$ cat config.mk
export PLATFORM = sky130hd
export DESIGN_NAME = pio_burst_rd
export DESIGN_NICKNAME = d
export VERILOG_FILES = /design/src/rtl/pio_burst_pkg.sv /design/src/rtl/pio_dly_cnt.sv /design/src/rtl/pio_word_out.sv /design/src/rtl/pio_burst_rd.sv
export SDC_FILE = /design/constraint.sdc
export NUM_CORES = 1
export LEC_CHECK = 0
export BUFFER_PORTS_ARGS = -buffer_cell sky130_fd_sc_hd__clkbuf_2
export CAP_MARGIN = 10
export CORE_ASPECT_RATIO = 0.5
export CORE_MARGIN = 2
export CORE_UTILIZATION = 57
export DETAILED_ROUTE_END_ITERATION = 6
export PLACE_DENSITY_LB_ADDON = 0.15
export SETUP_SLACK_MARGIN = 0.4
export SYNTH_ARGS = -nofsm -noshare
export SYNTH_HDL_FRONTEND = slang
export SYNTH_SLANG_ARGS = --single-unit
$ cat constraint.sdc
create_clock -name clk_i -period 3.1 [get_ports clk_i]
set_input_delay 0.31 -clock clk_i [delete_from_list [all_inputs] [get_ports clk_i]]
set_output_delay 0.31 -clock clk_i [all_outputs]
set_load 0.01 [all_outputs]
$ cat src/rtl/pio_burst_pkg.sv
`timescale 1ns/1ps
package pio_burst_pkg;

  typedef enum logic [2:0] {
    ST_IDLE,
    ST_FIRST,
    ST_HOLD,
    ST_STEP,
    ST_DRAIN
  } rd_state_e;

  function automatic int unsigned max2(input int unsigned a, input int unsigned b);
    return (a > b) ? a : b;
  endfunction

  // ps -> cycles, rounded up, never below one
  function automatic int unsigned cyc_of(input int unsigned ps, input int unsigned period_ps);
    return max2((ps + period_ps - 1) / period_ps, 1);
  endfunction

endpackage

$ cat src/rtl/pio_dly_cnt.sv
`timescale 1ns/1ps
module pio_dly_cnt #(
  parameter int unsigned W = 4
) (
  input  logic         clk_i,
  input  logic         rst_ni,
  input  logic         load_i,
  input  logic [W-1:0] load_val_i,
  output logic         zero_o
);

  logic [W-1:0] cnt_q;

  always_ff @(posedge clk_i or negedge rst_ni) begin
    if (!rst_ni)              cnt_q <= '0;
    else if (load_i)          cnt_q <= load_val_i;
    else if (cnt_q != '0)     cnt_q <= cnt_q - W'(1);
  end

  assign zero_o = (cnt_q == '0);

endmodule

$ cat src/rtl/pio_word_out.sv
`timescale 1ns/1ps
module pio_word_out #(
  parameter int unsigned DATA_W = 16
) (
  input  logic              clk_i,
  input  logic              rst_ni,
  input  logic              cap_i,
  input  logic [DATA_W-1:0] cap_data_i,
  input  logic              ready_i,
  output logic              valid_o,
  output logic [DATA_W-1:0] data_o,
  output logic              free_o
);

  logic              valid_q;
  logic [DATA_W-1:0] data_q;

  always_ff @(posedge clk_i or negedge rst_ni) begin
    if (!rst_ni) begin
      valid_q <= 1'b0;
      data_q  <= '0;
    end else if (cap_i) begin
      valid_q <= 1'b1;
      data_q  <= cap_data_i;
    end else if (ready_i) begin
      valid_q <= 1'b0;
    end
  end

  assign valid_o = valid_q;
  assign data_o  = data_q;
  assign free_o  = !valid_q || ready_i;

endmodule

$ cat src/rtl/pio_burst_rd.sv
`timescale 1ns/1ps
module pio_burst_rd
  import pio_burst_pkg::*;
#(
  parameter int unsigned CLK_PERIOD_PS = 4000,
  parameter int unsigned T_CSDV_PS     = 30000,
  parameter int unsigned T_ADV_PS      = 40000,
  parameter int unsigned T_ACYC_PS     = 45000,
  parameter int unsigned T_CSH_PS      = 13000,
  parameter int unsigned T_DOFF_PS     = 9000,
  parameter int unsigned DATA_W        = 16,
  parameter int unsigned LEN_W         = 8
) (
  input  logic              clk_i,
  input  logic              rst_ni,
  input  logic              req_valid_i,
  output logic              req_ready_o,
  input  logic [LEN_W-1:0]  req_len_i,
  input  logic              req_endian_i,
  output logic              bus_cs_no,
  output logic              bus_rd_no,
  output logic [1:0]        bus_addr_o,
  output logic              bus_fifo_sel_o,
  output logic              bus_endian_o,
  input  logic [DATA_W-1:0] bus_data_i,
  output logic              word_valid_o,
  input  logic              word_ready_i,
  output logic [DATA_W-1:0] word_data_o,
  output logic              done_o
);

  localparam int unsigned FIRST_CYC = max2(cyc_of(T_CSDV_PS, CLK_PERIOD_PS),
                                           cyc_of(T_ADV_PS, CLK_PERIOD_PS));
  localparam int unsigned ADV_CYC   = cyc_of(T_ADV_PS, CLK_PERIOD_PS);
  localparam int unsigned ACYC_CYC  = cyc_of(T_ACYC_PS, CLK_PERIOD_PS);
  localparam int unsigned GAP_CYC   = max2(cyc_of(T_CSH_PS, CLK_PERIOD_PS),
                                           cyc_of(T_DOFF_PS, CLK_PERIOD_PS));
  localparam int unsigned CNT_MAX   = max2(max2(FIRST_CYC, ADV_CYC), max2(ACYC_CYC, GAP_CYC));
  localparam int unsigned CNT_W     = $clog2(CNT_MAX + 1);
  localparam int unsigned LEFT_W    = LEN_W + 1;

  rd_state_e         state_q;
  logic              strobe_q;
  logic [1:0]        addr_q;
  logic              endian_q;
  logic [LEFT_W-1:0] left_q;
  logic              done_q;

  logic wait_zero, acyc_zero, gap_zero, out_free;
  logic accept, capture, toggle, last;

  assign req_ready_o = (state_q == ST_IDLE) && gap_zero;
  assign accept      = req_ready_o && req_valid_i;
  assign capture     = ((state_q == ST_FIRST) || (state_q == ST_STEP)) && wait_zero;
  assign last        = (left_q == LEFT_W'(1));
  assign toggle      = (state_q == ST_HOLD) && acyc_zero && out_free;

  // data-valid wait: first word or after each address flip
  pio_dly_cnt #(.W(CNT_W)) u_wait (
    .clk_i      (clk_i),
    .rst_ni     (rst_ni),
    .load_i     (accept || toggle),
    .load_val_i (accept ? CNT_W'(FIRST_CYC - 1) : CNT_W'(ADV_CYC - 1)),
    .zero_o     (wait_zero)
  );

  // minimum spacing between address changes
  pio_dly_cnt #(.W(CNT_W)) u_acyc (
    .clk_i      (clk_i),
    .rst_ni     (rst_ni),
    .load_i     (accept || toggle),
    .load_val_i (CNT_W'(ACYC_CYC - 1)),
    .zero_o     (acyc_zero)
  );

  // strobe-high time and bus release before the next access
  pio_dly_cnt #(.W(CNT_W)) u_gap (
    .clk_i      (clk_i),
    .rst_ni     (rst_ni),
    .load_i     (capture && last),
    .load_val_i (CNT_W'(GAP_CYC - 1)),
    .zero_o     (gap_zero)
  );

  pio_word_out #(.DATA_W(DATA_W)) u_out (
    .clk_i      (clk_i),
    .rst_ni     (rst_ni),
    .cap_i      (capture),
    .cap_data_i (bus_data_i),
    .ready_i    (word_ready_i),
    .valid_o    (word_valid_o),
    .data_o     (word_data_o),
    .free_o     (out_free)
  );

  always_ff @(posedge clk_i or negedge rst_ni) begin
    if (!rst_ni) begin
      state_q  <= ST_IDLE;
      strobe_q <= 1'b0;
      addr_q   <= 2'b00;
      endian_q <= 1'b0;
      left_q   <= '0;
      done_q   <= 1'b0;
    end else begin
      done_q <= 1'b0;
      case (state_q)
        ST_IDLE: if (accept) begin
          strobe_q <= 1'b1;
          addr_q   <= 2'b00;
          endian_q <= req_endian_i;
          left_q   <= {1'b0, req_len_i} + LEFT_W'(1);
          state_q  <= ST_FIRST;
        end
        ST_FIRST, ST_STEP: if (capture) begin
          left_q <= left_q - LEFT_W'(1);
          if (last) begin
            strobe_q <= 1'b0;
            state_q  <= ST_DRAIN;
          end else begin
            state_q  <= ST_HOLD;
          end
        end
        ST_HOLD: if (toggle) begin
          addr_q[0] <= ~addr_q[0];
          state_q   <= ST_STEP;
        end
        ST_DRAIN: if (word_valid_o && word_ready_i) begin
          done_q  <= 1'b1;
          state_q <= ST_IDLE;
        end
        default: state_q <= ST_IDLE;
      endcase
    end
  end

  assign bus_cs_no      = !strobe_q;
  assign bus_rd_no      = !strobe_q;
  assign bus_fifo_sel_o = strobe_q;
  assign bus_addr_o     = addr_q;
  assign bus_endian_o   = endian_q;
  assign done_o         = done_q;

endmodule

## Yosys cells after proc, flatten, opt, wreduce, memory -nomap -nowiden

Index checks and enable logic that the tools add are counted.

- Bits in registers: 45
- Bits of input ports: 29

- Add/subtract/negate cells: 5
- Multiplexer cells: 26
- Eq/ne operators: 10
- Bitwise logic cells: 1
- Reductions and logical operators: 31

Operators with widths:

| kind | count |
|---|---|
| 4-bit two-way mux | 6 |
| 9-bit two-way mux | 2 |
| 9-bit case mux with 2 select lines | 1 |
| 3-bit two-way mux | 5 |
| 4-bit zero test | 3 |
| 3-bit case mux with 4 select lines | 1 |
| 2-bit nonzero test | 6 |
| 4-bit nonzero test | 3 |
| 4-bit by 1-bit subtractor with 4-bit output, second input constant | 3 |
| 2-bit inequality test, second input constant | 5 |
| 8-bit by 1-bit adder with 9-bit output, second input constant | 1 |
| 9-bit by 1-bit equality test with 1-bit output, second input constant | 1 |
| 1-bit two-way mux | 9 |
| 9-bit by 1-bit subtractor with 9-bit output, second input constant | 1 |
| 4-bit AND reduction | 2 |
| 1-bit logical AND | 7 |
| 3-bit by 2-bit equality test with 1-bit output, second input constant | 2 |
| 3-bit AND reduction | 2 |
| 1-bit case mux with 2 select lines | 2 |
| 3-bit by 1-bit equality test with 1-bit output, second input constant | 1 |
| 3-bit equality test, second input constant | 1 |
| 3-bit zero test | 1 |
| 1-bit logical OR | 3 |
| 1-bit zero test | 2 |
| other kinds (3) | 3 |

## Logic depth before layout (Yosys ltp)

Gate-level depths: netlist (run 1).

- Word-level depth: 5
- Depth in mapped cells: 8

## Hierarchy

From an unflattened synthesis (run 1), not the netlist that was laid out.

- Cell total of the unflattened synthesis: 223
- Area, all modules: 2468.6 µm²

By module, submodules not included:

| module | times used | cells each | area an instance (µm²) |
|---|---|---|---|
| pio_burst_rd | 1 | 120 | 1083.5 |
| pio_dly_cnt | 3 | 22 | 234.0 |
| pio_word_out | 1 | 37 | 683.2 |

## Worst setup path before layout (run 1)

Ideal clock, no wire load.

- Path kind: reg-to-reg
- From: register u_gap.cnt_q[0]
- To: register addr_q[0], in the netlist bus_addr_o[0]
- Period minus slack after synthesis: 2.071 ns
- Cell stages (with the launch flop): 9
- Path slack: 1.029 ns
- Library setup time: 0.125 ns
- Arrival: 1.946 ns
- Data required time: 2.975 ns
- Path buffers: 1
- Cell sequence: dfrtp_1 inv_1 ha_1 or3b_4 nor3b_2 a31oi_1 or3_1 buf_2 mux2_4

- Cells in the longest elaborated chain, start to end: 5

RTL lines:

| what | RTL line | text |
|---|---|---|
| from (decl) | pio_dly_cnt.sv:12 | `logic [W-1:0] cnt_q;` |
| from (signal assigned) | pio_dly_cnt.sv:16 | `else if (load_i) cnt_q <= load_val_i;` |
| from (signal assigned) | pio_dly_cnt.sv:17 | `else if (cnt_q != '0) cnt_q <= cnt_q - W'(1);` |
| 4-bit zero test | pio_dly_cnt.sv:20 | `assign zero_o = (cnt_q == '0);` |
| 1-bit logical AND | pio_burst_rd.sv:52 | `assign req_ready_o = (state_q == ST_IDLE) && gap_zero;` |
| 1-bit logical AND | pio_burst_rd.sv:53 | `assign accept = req_ready_o && req_valid_i;` |
| 2-bit inequality test (no source line) | -- |  |
| 3-bit AND reduction (no source line) | -- |  |
| to (signal assigned) | pio_burst_rd.sv:124 | `addr_q[0] <= ~addr_q[0];` |
| to (decl) | pio_burst_rd.sv:44 | `logic [1:0] addr_q;` |

Every way passes these cells.
A chain may end at the register's enable or synchronous reset.

## Worst setup path after layout (run 1)

- From: register u_wait.cnt_q[0]
- To: register u_out.data_q[2], in the netlist u_out.data_o[2]

- Cells in the longest elaborated chain, start to end: 2

RTL lines:

| what | RTL line | text |
|---|---|---|
| from (decl) | pio_dly_cnt.sv:12 |  |
| from (signal assigned) | pio_dly_cnt.sv:16 |  |
| from (signal assigned) | pio_dly_cnt.sv:17 |  |
| 4-bit zero test | pio_dly_cnt.sv:20 |  |
| 1-bit logical AND | pio_burst_rd.sv:54 | `assign capture = ((state_q == ST_FIRST) \|\| (state_q == ST_STEP)) && wait_zero;` |
| to (signal assigned) | pio_word_out.sv:24 | `data_q <= cap_data_i;` |
| to (decl) | pio_word_out.sv:16 | `logic [DATA_W-1:0] data_q;` |

Every way passes these cells.

==> flow_metrics.tcl, run 1 <==
set metrics [dict create \
    run_status "finished, final reports clean" \
    cts-root-buf "clkbuf_8" \
    synth_area_leaders "dfrtp_1, mux2_1, ha_1" \
    fin_crit_sh 0.7773 \
    worstPathRequired_ps 3280 \
    num_vias 1766 \
    die_area_sq_um 4535 \
    gp_congestion 0.7914 \
    drv_cap 0 \
    grt_max_degree 46 \
    drive_gt1_frac 0.2564 \
    setup-tns-final_ps 0 \
    synthDominantCellAreaShare 0.4959 \
    clkSinkCount 45 \
    cts_buffer_depth 2 \
    netlist_instances 219 \
    port_buffers 52 \
    start_util 0.5878 \
    slew_headroom 0.5186 \
    grt_pass1_vias 1651 \
    clock_latency_ps 300 \
    dp_slack_ps 668.3 \
    drt_wl_total_microns 4298 \
    antenna_cells 0 \
    cts_tree "built" \
    nNetsFinal 309 \
    syn_avg_cell_area_sq_um 10.37 \
    drc_errors 0 \
    p_leak_nw 1.275 \
    slew_viol_final 0 \
    fill_cells 295 \
    antenna_found_initial 0 \
    fin_crit_ps 2410 \
    hold_violations 0 \
    seq_area_sq_um 1126 \
    yosys.area.top_type "dfrtp_1" \
    ys_types 48 \
    die_h_microns 48.63 \
    worst_pin_slew_ps 720.3 \
    skew_ps 5.259 \
    yosysSeqAreaShare 0.4959 \
    crit_fanout 18 \
    wl_per_cell_microns 13.14 \
    pwr_density_cell_nw_per_um2 946.1 \
    final_antenna_net_count 0 \
    grt_first_pass_wirelength_microns 7410 \
    layout_commonest_cell "clkbuf_2" \
    postCtsResizedCells 0 \
    ys_seq_elements 45 \
    fp.coreArea_sq_um 3864 \
    critical_path_class "register to register" \
    area_growth_pct 19.39 \
    path_clk_slew_ps 80 \
    drtPass1Iterations 4 \
    rows 16 \
    yosys_warnings 0 \
    cts_setup_buffers 0 \
    crit_path_start_kind "register" \
    mappedNetlistArea_sq_um 2271 \
    max_freq_mhz 415.0 \
    multi_input_area_sq_um 1062 \
    critPathSlowestCell "nand2_1" \
    htree_levels 2 \
    dpl.hpwl_microns 3172 \
    rsz0062_at_grt "no" \
    cp.arrival_ps 2590 \
    critical_path.max_stage_delay_ps 600 \
    setup_viol 0 \
    cts_buffers 5 \
    hp-class "input pin to register" \
    die_w_microns 93.27 \
    grt-ovfl-total 0 \
    endpoint_kind "register" \
    io-pin-count 54 \
    grt_usage 0.2129 \
    finalWorstSetupSlack_ps 690.3 \
    first_iter_violations 54 \
    mostFrequentLayoutCells "clkbuf_2, dfrtp_1, nand2_1" \
    crit_chain "inv_1, ha_1, nor3b_2, nand2_1, mux2_1" \
    ir_worst_vdd_mv 0.3066 \
    syn_nets 256 \
    vias_per_cell 5.401 \
]
## metal layers
metal | vias up | share of wire | wire length, microns | track usage
li1 | 866 | - | - | -
met1 | 847 | 0.46 | 1965 | 0.2737
met2 | 45 | 0.48 | 2058 | 0.3477
met3 | 8 | 0.048 | 205 | 0.05763
met4 | 0 | 0.016 | 68 | 0.08088
met5 | - | 0 | 0 | 0
## state kept, by name (all words and copies together), names as in the netlist
register and count:
u_out.data_o 16, left_q 9, u_acyc.cnt_q 4, u_gap.cnt_q 4
u_wait.cnt_q 4, state_q 3, bus_addr_o 1, bus_endian_o 1
bus_fifo_sel_o 1, done_o 1, u_out.valid_o 1
## logic make-up (layout without fill, tap and decap cells)
kind of cell / after synthesis / after routing / share of synthesized area
simple gates: 79 / 79 / 0.1802
other cells: 1 / 1 / 0.001651
flops: 45 / 45 / 0.4959
mux: 20 / 20 / 0.1003
compound gates: 36 / 36 / 0.09918
buf+inv: 19 / 73 / 0.03636
xor+xnor: 11 / 11 / 0.04243
fa+ha+maj: 8 / 8 / 0.04408
## worst max-delay path, delay by kind of cell, from the launching register on
| family | cells | cell delay, ps |
|---|---|---|
| AND/OR/NAND/NOR | 2 | 1110 |
| flip-flops | 1 | 380 |
| buffers and inverters | 1 | 90 |
| multiplexers | 1 | 500 |
| adder cells (fa/ha/maj) | 1 | 210 |
## per-stage QoR
step / hold slack [ps] / cells / cell area [sq um] / utilization / power [W]
floorplan: 14.41 / 219 / 2271 / - / 0.001788
global placement: 472.2 / 317 / 2561 / 0.6629 / 0.002062
detailed placement: 481.0 / 317 / 2561 / 0.6629 / 0.002120
CTS: 209.2 / 325 / 2681 / 0.6940 / 0.002586
global route: 209.9 / 327 / 2711 / 0.7017 / 0.002785
finish: 215.0 / 327 / 2711 / 0.7017 / 0.002565
## final cells by class
type                            instances  share of cell area
Inverter                               10             0.01384
Timing Repair Buffer                   55              0.1098
Sequential cell                        45              0.4153
Clock buffer                            6             0.03046
Multi-Input combinational cell        155              0.3918
Clock inverter                          2             0.01384
Tap cell                               54             0.02492
## timing repair
| action | in CTS | in global routing |
|---|---|---|
| setup endpoints to repair | 0 | 0 |
| endpoints found under the hold margin | 0 | 14 |
| hold buffers | 0 | 1 |
## Yosys cell counts, drive strengths merged
| library cell | instances |
|---|---|
| dfrtp | 45 |
| xnor2 | 9 |
| o22ai | 1 |
| nand2 | 24 |
| xor2 | 2 |
| ha | 8 |
| clkbuf | 4 |
| nor4b | 1 |
| nand3b | 1 |
| buf | 5 |
| nor3 | 9 |
| and4b | 1 |
| o21ai | 9 |
| o211ai | 1 |
| and2 | 1 |
| a211oi | 1 |
| nand2b | 5 |
| a21boi | 1 |
| a21oi | 12 |
| a22oi | 1 |
| nor3b | 4 |
| nor2b | 1 |
| o31ai | 1 |
| nand3 | 8 |
| or3b | 2 |
| o22a | 2 |
| mux2i | 1 |
| a22o | 1 |
| a21o | 1 |
| or3 | 2 |
| nor2 | 14 |
| mux2 | 19 |
| or2 | 1 |
| inv | 10 |
| o311ai | 1 |
| or4 | 1 |
| a32o | 1 |
| nand4 | 1 |
| nor4 | 3 |
| conb | 1 |
| o21bai | 1 |
| a31oi | 2 |
## report_power, final
group	switching, W	internal, W
combinational	0.000530	0.000486
sequential	0.000219	0.000871
clock	0.000197	0.000262
total	0.000946	0.00162
## path summary, 6_finish.rpt
check / depth (start not counted) / startpoint / end / slack [ps]
setup / recovery: 5 / u_wait.cnt_q[0] / u_out.data_o[2] / 690
hold / removal: 2 / bus_data_i[4] / u_out.data_o[4] / 220
setup reg to reg: 5 / u_wait.cnt_q[0] / u_out.data_o[2] / 690
hold reg to reg: 1 / u_out.data_o[11] / u_out.data_o[11] / 500
max in group asynchronous: 3 / rst_ni / u_gap.cnt_q[3] / 2160
min in group asynchronous: 2 / rst_ni / left_q[5] / 460
Note: power is estimated with default switching activity, not from simulation.
==> inputs of run 2 (changes only) <==
Settings changed: ABC_AREA set to 1, CORE_UTILIZATION 57 to 49.
Clock period 3.1 ns to 2 ns, I/O delays scaled along.
==> flow_metrics.tcl, run 2 <==
set metrics [dict create \
    slew_viol_final 0 \
    combPwrFrac 0.518 \
    synth_area_leaders "dfrtp_1, nand2_1, nand3_1" \
    ys_types 29 \
    reg2reg_from "u_gap.cnt_q[0]" \
    yosysSeqAreaShare 0.4498 \
    crit_path_start_kind "register" \
    skew_ps 4.838 \
    critical_path.max_stage_delay_ps 400 \
    crit_family "simple AND/OR/NAND/NOR gates" \
    reg2regPathDepth 9 \
    critPathSlowestCell "dfrtp_1" \
    seqPwrFrac 0.339 \
    path_clk_slew_ps 80 \
    p_leak_nw 1.650 \
    drtPass1Iterations 5 \
    pwr_density_cell_nw_per_um2 1635 \
    hold_depth 3 \
    crit_fanout 6 \
    cts_buffers 5 \
    holdPathEnd "u_out.data_o[12]" \
    final_antenna_net_count 0 \
    antenna_found_initial 0 \
    rr_endpoint "left_q[1]" \
    layout_commonest_cell "nand2_1" \
    synthDominantCellAreaShare 0.4498 \
    clock_latency_ps 290 \
    grt-ovfl-total 0 \
    cts_buffer_depth 2 \
    run_status "finished, final reports clean" \
    clkSinkCount 45 \
    rows 18 \
    largest_reg_flops 16 \
    endpoint_kind "register" \
    synth_edf_count 0 \
    swShare 0.4455 \
    io-pin-count 54 \
    grt_pass1_vias 2098 \
    area_growth_pct 21.09 \
    cp.arrival_ps 1760 \
    ys_seq_elements 45 \
    timing.hold.ws_ps 131.2 \
    vias_per_cell 4.976 \
    fin_crit_sh 0.7664 \
    die_area_sq_um 5732 \
    setup_viol 0 \
    syn_avg_cell_area_sq_um 7.541 \
    cts_tree "built" \
    gp_congestion 0.8427 \
    max_freq_mhz 652.4 \
    switchingPower_w 0.002207 \
    syn_nets 369 \
    reg2reg_slack_ps 470 \
    async_flop_share 1.000 \
    wl_per_cell_microns 12.39 \
    ir_worst_vdd_mv 0.6527 \
    fill_cells 442 \
    fp.coreArea_sq_um 4932 \
    antenna_cells 0 \
    mappedNetlistArea_sq_um 2504 \
    hp-class "input pin to register" \
    ys_top_cells_by_count "nand2_1, nand3_1, dfrtp_1" \
    setup-tns-final_ps 0 \
    fin_crit_ps 1533 \
    yosys_warnings 0 \
    mostFrequentLayoutCells "nand2_1, clkbuf_2, nand3_1" \
    cts-root-buf "clkbuf_8" \
    netlist_instances 332 \
    drt_wl_total_microns 5688 \
    start_util 0.5076 \
    die_w_microns 105.1 \
    htree_levels 2 \
    dpl.hpwl_microns 4213 \
    crit_chain "inv_2, ha_4, nand2_1, nor2_2, a21oi_1, nor2_4, buf_4, nand2_1, o21ai_2" \
    grt_first_pass_wirelength_microns 8866 \
    hold_violations 0 \
    num_vias 2284 \
    nNetsFinal 425 \
    drc_errors 0 \
    yosys.area.top_type "dfrtp_1" \
    port_buffers 52 \
    drv_cap 0 \
    drive_gt1_frac 0.2468 \
    grt_max_degree 40 \
    first_iter_violations 87 \
    rsz0062_at_grt "yes" \
    die_h_microns 54.55 \
    worstPathRequired_ps 2230 \
    p_clk_frac 0.143 \
    synth_most_common_cell "nand2_1" \
    path_buf_inv 2 \
    synth_ff_type "dfrtp_1" \
    crit_path_frequent_cell "nand2_1" \
    p_int_w 0.002748 \
    grt_usage 0.1987 \
    min-delay-start "bus_data_i[12]" \
    critical_path_class "register to register" \
]
run 2: changes by cell type in the layout (fill, tap and decap cells not counted), moves of 5 or more:
cell      before  now
a21oi_1       12    6
inv_1         10   30
inv_2          0    7
mux2_1        16    0
nand2_1       24  105
nand2_2        0    5
nand2b_1       5    0
nand3_1        8   46
nor2_1        14   21
nor3_1         9    3
o21ai_0        5   16
xnor2_1        9    3
run 2: worst reg2reg max path, delay by kind of cell, from the launching register on:
family / cells / cell delay (ps)
compound gates: 2 / 180
simple gates: 4 / 470
flops: 1 / 400
fa+ha+maj: 1 / 150
buf+inv: 2 / 270
run 2: worst max-delay path by stage:
stage / from / end / slack (ps) / cells after the start
5_1_grt: u_gap.cnt_q[0] / left_q[5] / 370 / 9
3_5_place_dp: u_gap.cnt_q[0] / bus_fifo_sel_o / 310 / 7
6_report: u_gap.cnt_q[0] / left_q[1] / 470 / 9
2_1_floorplan: u_gap.cnt_q[0] / left_q[8] / 610 / 7
4_1_cts: u_gap.cnt_q[0] / req_ready_o / 410 / 5
3_3_place_gp: u_gap.cnt_q[0] / bus_fifo_sel_o / 390 / 7
run 2: logic make-up after synthesis:
family / Yosys count / synth area share
AO/OA/AOI/OAI: 28 / 0.06197
XOR/XNOR: 6 / 0.02099
adder cells (fa/ha/maj): 8 / 0.03998
buffers and inverters: 49 / 0.08496
flip-flops: 45 / 0.4498
other: 1 / 0.001498
AND/OR/NAND/NOR: 195 / 0.3408
run 2: per-stage QoR:
step,power [W],instance area [sq um],std cells,setup slack (ps),util
floorplan,0.003397,2504,332,612.7,-
global placement,0.003966,2820,447,390.9,0.5718
detailed placement,0.004044,2820,447,310.1,0.5718
CTS,0.004807,2964,456,408.4,0.6010
global route,0.005378,3032,459,374.7,0.6147
finish,0.004955,3032,459,467.3,0.6147
run 2: layer usage:
layer,up-vias,part of all wire,GRT usage
met5,-,0,0
met4,0,0.013,0.07778
met3,8,0.034,0.03929
met2,47,0.51,0.3766
met1,1071,0.45,0.2331
li1,1158,-,-
run 2: area by class of cell:
type	instances	area, sq um	area share
multi-input cells	238	1215	0.4007
clock inverters	1	30.03	0.009905
flip-flops and latches	45	1126	0.3714
well taps	70	87.58	0.02889
inverters	39	151.4	0.04994
repair buffers	59	335.3	0.1106
clock buffers	7	86.33	0.02848
run 2: power by group through the flow:
stage                     Clock [W]  Combinational, W  Sequential, W
after global placement            0           0.00230        0.00167
after detailed placement          0           0.00237        0.00167
after floorplan                   0           0.00169        0.00171
after CTS                  0.000723           0.00242        0.00167
after global routing       0.000747           0.00290        0.00173
final                      0.000708           0.00257        0.00168
run 2: what timing repair did:
action                                  4_1_cts  5_1_grt
endpoints found under the setup margin       10       34
setup buffers                                 0        2
cloned                                        0        1
hold endpoints to repair                      6        0
resized for setup                             6       16
hold buffers                                  1        0
pin swaps                                     0        2
==> inputs of run 3 (changes only) <==
Settings changed: ABC_AREA 1 to 0, CORE_UTILIZATION 49 to 48.
Clock period 2 ns to 1.3 ns, I/O delays scaled along.
==> flow_metrics.tcl, run 3 (same netlist as run 1, synthesis figures left out) <==
set metrics [dict create \
    vias_per_cell 5.549 \
    die_area_sq_um 5331 \
    htree_levels 2 \
    drc_errors 0 \
    slew_viol_final 0 \
    antenna_cells 0 \
    placed_area_sq_um 3122 \
    finalWorstSetupSlack_ps -765.7 \
    fin_crit_ps 2066 \
    num_vias 2303 \
    crit_path_start_kind "register" \
    final_util 0.8499 \
    violations "setup timing" \
    die_w_microns 101.3 \
    grt_first_pass_wirelength_microns 10660 \
    first_iter_violations 104 \
    switchingPower_w 0.003357 \
    slew_headroom 0.6061 \
    combPwrFrac 0.610 \
    drt_wl_total_microns 7526 \
    cp.arrival_ps 2260 \
    p_int_w 0.005545 \
    ir_worst_vdd_mv 1.313 \
    reg2regPathDepth 11 \
    max_freq_mhz 484.1 \
    port_buffers 52 \
    start_util 0.5084 \
    hold_violations 0 \
    critical_path_class "register to register" \
    dpl.hpwl_microns 3891 \
    worstPathRequired_ps 1490 \
    drv_cap 0 \
    cts-root-buf "clkbuf_8" \
    pwr_density_cell_nw_per_um2 2345 \
    endpoint_kind "register" \
    design_area_sq_um 3796 \
    final_antenna_net_count 0 \
    drtPass1Iterations 4 \
    hold_depth 2 \
    swShare 0.3771 \
    grt_usage 0.2724 \
    gp_congestion 0.8537 \
    layout_commonest_cell "buf_4" \
    area_growth_pct 67.16 \
    cts_tree "built" \
    path_clk_slew_ps 80 \
    fp.coreArea_sq_um 4467 \
    skew_ps 5.986 \
    io-pin-count 54 \
    grt_max_degree 44 \
    wl_per_cell_microns 18.13 \
    fin_crit_sh 1.589 \
    hp-class "input pin to register" \
    run_status "finished, violations left" \
    drive_gt1_frac 0.5866 \
    clkSinkCount 45 \
    worst_pin_slew_ps 589.7 \
    clock_latency_ps 300 \
    rows 17 \
    grt_pass1_vias 2223 \
    p_leak_nw 1.862 \
    crit_fanout 5 \
    seqPwrFrac 0.289 \
    mostFrequentLayoutCells "buf_4, dfrtp_1, clkbuf_2" \
    setup_viol 45 \
    nNetsFinal 395 \
    die_h_microns 52.64 \
    cts_buffers 5 \
    largest_reg_flops 16 \
    p_clk_frac 0.100 \
    antenna_found_initial 0 \
    cts_buffer_depth 2 \
    grt-ovfl-total 0 \
    rsz0062_at_grt "yes" \
]
[run 3: cell count changes in the layout (fill, tap and decap cells not counted), sizes merged, moves of 4 or more]
cell	delta
nor3b	+4
o21ai	-11
clkbuf	-24
buf	+105
nand3	-40
inv	-29
a21oi	+7
nand2b	+5
nor2	-12
mux2	+19
nand2	-89
xnor2	+6
nor3	+6
[run 3: power by group through the flow]
stage	Sequential (W)	Combinational (W)	Clock (W)
after floorplan	0.00272	0.00198	0
after global placement	0.00251	0.00371	0
after detailed placement	0.00254	0.00387	0
after CTS	0.00254	0.00463	0.000904
after global routing	0.00264	0.00577	0.000948
final	0.00258	0.00543	0.000893
[run 3: timing repair]
item / 4_1_cts / 5_1_grt
pin swaps: 13 / 16
gates cloned: 4 / 0
hold buffers: 1 / 0
buffers inserted: 14 / 17
hold endpoints to repair: 45 / 0
endpoints found under the setup margin: 69 / 69
resized for setup: 38 / 47
[run 3: metal layers]
layer,wire length (microns),GRT usage,up-vias
li1,-,-,1046
met1,3040,0.3067,1152
met2,3941,0.5155,85
met3,361,0.06133,20
met4,182,0.09685,0
met5,0,0,-
[run 3: area by class of cell]
class	instances	area, sq um
flip-flops and latches	45	1126
multi-input cells	156	1366
inverters	10	37.54
repair buffers	140	1109
well taps	57	71.32
clock buffers	7	86.33
fillers	213	670.6
[run 3: worst max-delay path: stages (launching register included)]
cell     delay (ps)
dfrtp_1         380
inv_2            60
ha_4            160
buf_6           110
buf_6           100
buf_6           100
nor3b_4         140
and4b_2         260
buf_6           150
a21oi_4         250
a21oi_2          50
o22a_1          200
[run 3: path summary, 6_finish.rpt]
check / slack, ps / endpoint / from
max: -770 / left_q[5] / u_gap.cnt_q[0]
max reg2reg: -770 / left_q[5] / u_gap.cnt_q[0]
min: 60 / u_out.data_o[8] / bus_data_i[8]
min reg2reg: 520 / u_out.data_o[13] / u_out.data_o[13]
max in group asynchronous: 670 / u_out.data_o[0] / rst_ni
min in group asynchronous: 190 / u_out.data_o[12] / rst_ni
[run 3: per-stage QoR]
stage / hold WS [ps] / TNS (ps) / power, W / setup WS, ps / std cells
2_1_floorplan: -165.6 / -16030 / 0.004699 / -738.5 / 219
3_3_place_gp: -62.96 / -16430 / 0.006216 / -641.3 / 372
3_5_place_dp: -58.38 / -18470 / 0.006412 / -711.3 / 372
4_1_cts: 52.03 / -20800 / 0.008080 / -710.5 / 398
5_1_grt: 57.68 / -27170 / 0.009354 / -827.6 / 415
6_report: 57.03 / -25120 / 0.008902 / -765.7 / 415
